**src/rtl/grc_pkg.sv**
```systemverilog
package grc_pkg;

    typedef enum logic {
        MODE_GATHER = 1'b0,
        MODE_REDUCE = 1'b1
    } drain_mode_e;

    typedef enum logic [1:0] {
        ST_IDLE,
        ST_FWD,
        ST_ISSUE,
        ST_CAPT
    } stage_state_e;

    // index width that never collapses to zero
    function automatic int idx_w(input int n);
        return (n > 1) ? $clog2(n) : 1;
    endfunction

endpackage

```
**src/rtl/grc_fifo.sv**
```systemverilog
module grc_fifo #(
    parameter int W     = 17,
    parameter int DEPTH = 2
) (
    input  logic         clk,
    input  logic         rst,
    input  logic         push_i,
    input  logic [W-1:0] data_i,
    input  logic         pop_i,
    output logic [W-1:0] data_o,
    output logic         full_o,
    output logic         empty_o
);
    localparam int PW = grc_pkg::idx_w(DEPTH);
    localparam int CW = $clog2(DEPTH + 1);

    logic [W-1:0]  mem [DEPTH];
    logic [PW-1:0] wr_q, rd_q;
    logic [CW-1:0] cnt_q;
    logic          do_push, do_pop;

    assign full_o  = (cnt_q == CW'(DEPTH));
    assign empty_o = (cnt_q == '0);
    assign data_o  = mem[rd_q];
    assign do_push = push_i && !full_o;
    assign do_pop  = pop_i && !empty_o;

    always_ff @(posedge clk) begin
        if (do_push) mem[wr_q] <= data_i;
    end

    always_ff @(posedge clk) begin
        if (rst) begin
            wr_q  <= '0;
            rd_q  <= '0;
            cnt_q <= '0;
        end else begin
            if (do_push) wr_q <= (wr_q == PW'(DEPTH - 1)) ? '0 : wr_q + 1'b1;
            if (do_pop)  rd_q <= (rd_q == PW'(DEPTH - 1)) ? '0 : rd_q + 1'b1;
            cnt_q <= cnt_q + CW'(do_push) - CW'(do_pop);
        end
    end
endmodule

```
**src/rtl/grc_stage.sv**
```systemverilog
module grc_stage
    import grc_pkg::*;
#(
    parameter int STAGE_IDX       = 0,
    parameter int NUM_STAGES      = 4,
    parameter int BANKS_PER_STAGE = 2,
    parameter int WORDS           = 4,
    parameter int DATA_W          = 16,
    parameter int FIFO_DEPTH      = 2
) (
    input  logic                                clk,
    input  logic                                rst,
    input  logic                                start_i,
    input  drain_mode_e                         mode_i,
    input  logic                                up_valid_i,
    input  logic [DATA_W:0]                     up_word_i,
    output logic                                up_pop_o,
    output logic [BANKS_PER_STAGE-1:0]          rd_en_o,
    output logic [idx_w(WORDS)-1:0]             rd_addr_o,
    input  logic [BANKS_PER_STAGE*DATA_W-1:0]   rd_data_i,
    output logic                                dn_valid_o,
    output logic [DATA_W:0]                     dn_word_o,
    input  logic                                dn_pop_i,
    output logic                                active_o
);
    localparam int  AW       = idx_w(WORDS);
    localparam int  BW       = idx_w(BANKS_PER_STAGE);
    localparam int  CW       = $clog2(NUM_STAGES * BANKS_PER_STAGE * WORDS + 1);
    localparam int  UP_WORDS = STAGE_IDX * BANKS_PER_STAGE * WORDS;
    localparam int  UP_LAST  = (UP_WORDS > 0) ? UP_WORDS - 1 : 0;
    localparam bit  HAS_UP   = (STAGE_IDX > 0);
    localparam bit  IS_TAIL  = (STAGE_IDX == NUM_STAGES - 1);

    stage_state_e state_q;
    drain_mode_e  mode_q;
    logic [CW-1:0] fwd_cnt_q;
    logic [BW-1:0] bank_q;
    logic [AW-1:0] addr_q;

    logic              issue_ok, fwd_fire, capt, own_end;
    logic              push, push_last, fifo_full, fifo_empty;
    logic [DATA_W-1:0] push_data, local_sum, picked, up_term;

    always_comb begin
        local_sum = '0;
        for (int j = 0; j < BANKS_PER_STAGE; j++)
            local_sum = local_sum + rd_data_i[j*DATA_W +: DATA_W];
    end

    assign picked  = rd_data_i[bank_q*DATA_W +: DATA_W];
    assign up_term = HAS_UP ? up_word_i[DATA_W-1:0] : '0;

    always_comb begin
        issue_ok = !fifo_full && (mode_q == MODE_GATHER || !HAS_UP || up_valid_i);
        fwd_fire = (state_q == ST_FWD) && up_valid_i && !fifo_full;
        capt     = (state_q == ST_CAPT);
        if (mode_q == MODE_GATHER)
            own_end = (bank_q == BW'(BANKS_PER_STAGE - 1)) && (addr_q == AW'(WORDS - 1));
        else
            own_end = (addr_q == AW'(WORDS - 1));
        push = fwd_fire || capt;
        if (fwd_fire)
            push_data = up_word_i[DATA_W-1:0];
        else if (mode_q == MODE_GATHER)
            push_data = picked;
        else
            push_data = local_sum + up_term;
        push_last = fwd_fire ? up_word_i[DATA_W] : (IS_TAIL && capt && own_end);
        up_pop_o  = fwd_fire || (capt && mode_q == MODE_REDUCE && HAS_UP);
        for (int j = 0; j < BANKS_PER_STAGE; j++)
            rd_en_o[j] = (state_q == ST_ISSUE) && issue_ok &&
                         (mode_q == MODE_REDUCE || bank_q == BW'(j));
    end

    assign rd_addr_o = addr_q;

    always_ff @(posedge clk) begin
        if (rst) begin
            state_q   <= ST_IDLE;
            mode_q    <= MODE_GATHER;
            fwd_cnt_q <= '0;
            bank_q    <= '0;
            addr_q    <= '0;
        end else begin
            case (state_q)
                ST_IDLE: if (start_i) begin
                    mode_q    <= mode_i;
                    fwd_cnt_q <= '0;
                    bank_q    <= '0;
                    addr_q    <= '0;
                    state_q   <= (mode_i == MODE_GATHER && HAS_UP) ? ST_FWD : ST_ISSUE;
                end
                ST_FWD: if (fwd_fire) begin
                    fwd_cnt_q <= fwd_cnt_q + 1'b1;
                    if (fwd_cnt_q == CW'(UP_LAST)) state_q <= ST_ISSUE;
                end
                ST_ISSUE: if (issue_ok) state_q <= ST_CAPT;
                ST_CAPT: begin
                    if (own_end) begin
                        state_q <= ST_IDLE;
                    end else begin
                        state_q <= ST_ISSUE;
                        if (mode_q == MODE_GATHER && addr_q == AW'(WORDS - 1)) begin
                            addr_q <= '0;
                            bank_q <= bank_q + 1'b1;
                        end else begin
                            addr_q <= addr_q + 1'b1;
                        end
                    end
                end
                default: state_q <= ST_IDLE;
            endcase
        end
    end

    grc_fifo #(.W(DATA_W + 1), .DEPTH(FIFO_DEPTH)) u_link (
        .clk     (clk),
        .rst     (rst),
        .push_i  (push),
        .data_i  ({push_last, push_data}),
        .pop_i   (dn_pop_i),
        .data_o  (dn_word_o),
        .full_o  (fifo_full),
        .empty_o (fifo_empty)
    );

    assign dn_valid_o = !fifo_empty;
    assign active_o   = (state_q != ST_IDLE) || !fifo_empty;
endmodule

```
**src/rtl/grc_drain_chain.sv**
```systemverilog
module grc_drain_chain
    import grc_pkg::*;
#(
    parameter int NUM_STAGES      = 4,
    parameter int BANKS_PER_STAGE = 2,
    parameter int WORDS           = 4,
    parameter int DATA_W          = 16,
    parameter int FIFO_DEPTH      = 2
) (
    input  logic                                                   clk,
    input  logic                                                   rst,
    input  logic                                                   start_i,
    input  logic                                                   mode_i,
    output logic                                                   busy_o,
    output logic [NUM_STAGES*BANKS_PER_STAGE-1:0]                  bank_rd_en_o,
    output logic [NUM_STAGES*BANKS_PER_STAGE*idx_w(WORDS)-1:0]     bank_rd_addr_o,
    input  logic [NUM_STAGES*BANKS_PER_STAGE*DATA_W-1:0]           bank_rd_data_i,
    output logic                                                   out_valid_o,
    input  logic                                                   out_ready_i,
    output logic [DATA_W-1:0]                                      out_data_o,
    output logic                                                   out_last_o
);
    localparam int AW  = idx_w(WORDS);
    localparam int BPS = BANKS_PER_STAGE;

    logic [NUM_STAGES-1:0] lnk_valid;
    logic [DATA_W:0]       lnk_word [NUM_STAGES];
    logic [NUM_STAGES-1:0] lnk_pop;
    logic [NUM_STAGES-1:0] stage_active;
    logic                  head_pop_unused;
    logic                  launch;

    assign launch = start_i && !busy_o;

    for (genvar k = 0; k < NUM_STAGES; k++) begin : g_stage
        logic              up_v;
        logic [DATA_W:0]   up_w;
        logic              up_pop;
        logic [AW-1:0]     st_addr;

        if (k == 0) begin : g_head
            assign up_v            = 1'b0;
            assign up_w            = '0;
            assign head_pop_unused = up_pop;
        end else begin : g_link
            assign up_v         = lnk_valid[k-1];
            assign up_w         = lnk_word[k-1];
            assign lnk_pop[k-1] = up_pop;
        end

        grc_stage #(
            .STAGE_IDX       (k),
            .NUM_STAGES      (NUM_STAGES),
            .BANKS_PER_STAGE (BPS),
            .WORDS           (WORDS),
            .DATA_W          (DATA_W),
            .FIFO_DEPTH      (FIFO_DEPTH)
        ) u_stage (
            .clk        (clk),
            .rst        (rst),
            .start_i    (launch),
            .mode_i     (drain_mode_e'(mode_i)),
            .up_valid_i (up_v),
            .up_word_i  (up_w),
            .up_pop_o   (up_pop),
            .rd_en_o    (bank_rd_en_o[k*BPS +: BPS]),
            .rd_addr_o  (st_addr),
            .rd_data_i  (bank_rd_data_i[k*BPS*DATA_W +: BPS*DATA_W]),
            .dn_valid_o (lnk_valid[k]),
            .dn_word_o  (lnk_word[k]),
            .dn_pop_i   (lnk_pop[k]),
            .active_o   (stage_active[k])
        );

        for (genvar j = 0; j < BPS; j++) begin : g_addr
            assign bank_rd_addr_o[(k*BPS + j)*AW +: AW] = st_addr;
        end
    end

    assign out_valid_o            = lnk_valid[NUM_STAGES-1];
    assign out_data_o             = lnk_word[NUM_STAGES-1][DATA_W-1:0];
    assign out_last_o             = lnk_valid[NUM_STAGES-1] & lnk_word[NUM_STAGES-1][DATA_W];
    assign lnk_pop[NUM_STAGES-1]  = out_valid_o & out_ready_i;
    assign busy_o                 = |stage_active;
endmodule

```
**config.mk**
```make
export PLATFORM = sky130hd
export DESIGN_NAME = grc_drain_chain
export DESIGN_NICKNAME = d
export VERILOG_FILES = /design/src/rtl/grc_pkg.sv /design/src/rtl/grc_fifo.sv /design/src/rtl/grc_stage.sv /design/src/rtl/grc_drain_chain.sv
export SDC_FILE = /design/constraint.sdc
export NUM_CORES = 1
export LEC_CHECK = 0
export ABC_AREA = 1
export CORE_MARGIN = 4
export CORE_UTILIZATION = 50
export CTS_BUF_LIST = sky130_fd_sc_hd__clkbuf_8
export DETAILED_ROUTE_END_ITERATION = 12
export MAX_ROUTING_LAYER = met4
export PLACE_DENSITY = 0.72
export SYNTH_ARGS = -nofsm -noshare
export SYNTH_HDL_FRONTEND = slang
export SYNTH_SLANG_ARGS = --single-unit
```
**constraint.sdc**
```tcl
create_clock -name clk -period 3.8 [get_ports clk]
set_input_delay 0.76 -clock clk [delete_from_list [all_inputs] [get_ports clk]]
set_output_delay 0.76 -clock clk [all_outputs]
set_load 0.005 [all_outputs]
```
==> flow_metrics.env <==
export IMPL_cts_root_buf="clkbuf_8"
export IMPL_reg2reg_to="g_stage[2].u_stage.u_link.mem[0][9]"
export IMPL_rr_worst_depth=14
export IMPL_nets=2253
export IMPL_grt_pass1_wl_um=59600
export IMPL_synth_area_top_cells="edfxtp_1 (28%), nand2_1 (16%), dfxtp_1 (9.0%)"
export IMPL_numCtsBuffers=17
export IMPL_place_hpwl_um=28800
export IMPL_cts_hold_buf=0
export IMPL_reg2reg_slack_ns=0.76
export IMPL_hold_viol=0
export IMPL_fillCellCount=2476
export IMPL_clock_sinks=192
export IMPL_drc=0
export IMPL_clock_power_share_pct=17.6
export IMPL_clock_latency_ns=0.47
export IMPL_worstMarginPinSlew_ns=1.08
export IMPL_synth_cell_type_count=42
export IMPL_finish_instance_area_um2=16400
export IMPL_ctsLongestPathBuffers=2
export IMPL_synth_fp_nets=2078
export IMPL_final_util_pct=60.5
export IMPL_crit_path_cell_trace="nor2_1 > nor2_1 > clkdlybuf4s50_1"
export IMPL_path_max_fanout=17
export IMPL_place_gp_congestion=0.955
export IMPL_drt_iter0_drc=913
export IMPL_antennaDiodeCount=0
export IMPL_antenna_found_initial=0
export IMPL_final_cell_mix="nand2_1 (588), inv_1 (237), clkdlybuf4s50_1 (175), nor2_1 (148), edfxtp_1 (130)"
export IMPL_net_switching_power_mw=3.26
export IMPL_crit_path_start_kind="flop"
export IMPL_grt_max_degree=33
export IMPL_viasPerCell=5.35
export IMPL_slew_viol_final=0
export IMPL_rows=60
export IMPL_hold_path_class="reg -> reg"
export IMPL_maxCapViolCount=0
export IMPL_dieHeight_um=174
export IMPL_status="completed"
export IMPL_cp_arrival_ns=2.44
export IMPL_worstSetupPathType="reg -> out"
export IMPL_synth_edff_count=130
export IMPL_slowest_delay_ns=0.89
export IMPL_drt_pre_antenna_iters=5
export IMPL_clk_pin_slew_ns=0.11
export IMPL_yosysWarnings=0
export IMPL_cp_slowest_cell="nor2_1"
export IMPL_netlist_area_um2=13800
export IMPL_period_share_pct=84.2
export IMPL_period_needed_ns=3.20
export IMPL_yosysTopAreaCell="edfxtp_1"
export IMPL_first_global_vias=12022
export IMPL_ys_async_sr_fraction_pct=0
export IMPL_final_common_cell="nand2_1"
export IMPL_hp_start="g_stage[3].u_stage.u_link.rd_q"
export IMPL_maxSlewHeadroom_pct=27.8
export IMPL_final_antenna_net_count=0
export IMPL_routedWlPerCell_um=15.5
export IMPL_start_util_pct=51.0
export IMPL_die_width_um=174
export IMPL_cp_buffers_inverters=1
export IMPL_p_leak_nw=7.41
export IMPL_track_usage_pct=24.7
export IMPL_vias=12569
export IMPL_powerDensity_nw_per_um2=480
export IMPL_holdPathStages=1
export IMPL_power_frac_seq_pct=34.3
export IMPL_die_area_um2=30300
export IMPL_cp_common_cell="nor2_1"
export IMPL_io_pins=176
export IMPL_intPower_mw=4.59
export IMPL_power_mw=7.85
export IMPL_rsz0062_at_grt="false"
export IMPL_synthCells=1820
export IMPL_cts_resized=0
export IMPL_layout_drive_gt1_share_pct=4.58
export IMPL_avgSynthCellArea_um2=7.57
export IMPL_coreArea_um2=27000
export IMPL_worst_ir_drop_vdd_mv=0.277
export IMPL_synth_seq_cells=192
export IMPL_p_comb_share_pct=48.1
export IMPL_synth_top_cell_area_share_pct=28.3
export IMPL_yosysSeqAreaShare_pct=37.3
export IMPL_required_ns=3.04
export IMPL_place_port_buffers=175
export IMPL_clock_skew_ns=0.0253
export IMPL_area_delta_synth_final_pct=18.7
export IMPL_drt_wl_total_um=36500
export IMPL_power_share_switching_pct=41.5
export IMPL_synth_top_flop_cell="edfxtp_1"
export IMPL_cts_htree_levels=4
export IMPL_critPathCaptureType="output pin"
export IMPL_cts_tree="yes"
export IMPL_tns_ns=0
export IMPL_crit_family="simple AND/OR/NAND/NOR gates"
export IMPL_setup_violations=0
export IMPL_dpl_cell_area_um2=15900
export IMPL_fmaxAchievable_mhz=312
export IMPL_grt_overflow=0
export IMPL_post_cts_setup_buffer_count=0
-- how the worst max path moves through the flow --
stage,startpoint,endpoint,slack [ns],depth (start not counted)
2_1_floorplan,flop,g_stage[2].u_stage.u_link.mem[0][9],0.85,15
3_3_place_gp,bank_rd_data_i[65],g_stage[2].u_stage.u_link.mem[0][9],0.27,12
3_5_place_dp,bank_rd_data_i[65],g_stage[2].u_stage.u_link.mem[1][9],0.23,12
4_1_cts,g_stage[0].u_stage.mode_q,bank_rd_en_o[0],0.53,3
5_1_grt,g_stage[0].u_stage.mode_q,bank_rd_en_o[0],0.40,3
6_report,g_stage[0].u_stage.mode_q,bank_rd_en_o[0],0.60,3
-- per-layer routing --
layer  track usage [%]  part of all wire (%)
met1              32.1                    44
met2              40.5                    48
met3              3.61                   5.5
met4              7.16                   2.5
met5                 -                     0
-- power groups by stage --
stage          logic (mW)  registers, mW  clock network [mW]
6_report             3.78           2.69                1.38
5_1_grt              4.24           2.71                1.49
4_1_cts              3.77           2.69                1.41
3_5_place_dp         3.75           2.74                   0
3_3_place_gp         3.69           2.73                   0
2_1_floorplan        2.47           2.70                   0
-- cells by family (layout without fill, tap and decap cells) --
kind of cell	after synthesis	in the layout	share of synthesized area, %
flip-flops	192	192	37.3
AND/OR/NAND/NOR	926	926	27.8
buffers and inverters	289	477	8.25
AO/OA/AOI/OAI	271	271	11.5
multiplexers	3	3	0.218
XOR/XNOR	14	14	0.890
adder cells (fa/ha/maj)	125	125	14.0
-- layout make-up --
class / instances / area [um2] / share of cell area, %
multi-input combinational: 1339 / 7500 / 45.8
sequential: 192 / 5140 / 31.5
timing repair buffer: 206 / 1980 / 12.1
inverter: 239 / 897 / 5.48
tap: 341 / 427 / 2.61
clock buffer: 17 / 234 / 1.43
clock inverter: 15 / 175 / 1.07
-- registers in the layout, summed over array words and instances, names as in the netlist, named ones only --
signal,count
g_stage.u_stage.u_link.wr_q,4
g_stage.u_stage.bank_q,4
g_stage.u_stage.state_q,8
g_stage.u_stage.u_link.mem,130
g_stage.u_stage.rd_addr_o,8
g_stage.u_stage.mode_q,4
g_stage.u_stage.u_link.cnt_q,8
g_stage.u_stage.u_link.rd_q,4
g_stage.u_stage.fwd_cnt_q,18
-- Yosys cell counts, types with 4 or more instances --
library cell and number:
edfxtp_1 130, buf_2 11, dfxtp_1 62, nand4_1 21, xor2_1 10, ha_1 76
a22oi_1 43, a21oi_1 121, nand3b_1 11, nor3_1 14, a221oi_1 13, a31oi_1 14
xnor2_1 4, nor2_2 5, or2_2 16, buf_4 8, nand3_1 110, inv_1 237
nand2_2 6, nor2_1 148, clkbuf_1 28, nand2_1 588, o31ai_1 4, fa_1 49
o21ai_0 58
-- stage by stage --
step	setup slack [ns]	cells	hold WS (ns)
floorplan	0.846	1820	0.426
global placement	0.267	2317	0.436
detailed placement	0.230	2317	0.441
CTS	0.528	2349	0.456
global route	0.401	2349	0.488
finish	0.599	2349	0.457
-- worst register-to-register path: stages (launching register included) --
cell and delay, ns:
dfxtp_1 0.32, buf_4 0.19, nand2_1 0.08, nand2_1 0.14, fa_1 0.62, ha_1 0.20
inv_1 0.06, fa_1 0.36, inv_1 0.11, nand3_1 0.07, nand3_1 0.14, a21oi_1 0.10
or2_2 0.28, nand3_1 0.07, a21oi_1 0.08
Power figures use the tool's default switching activity.
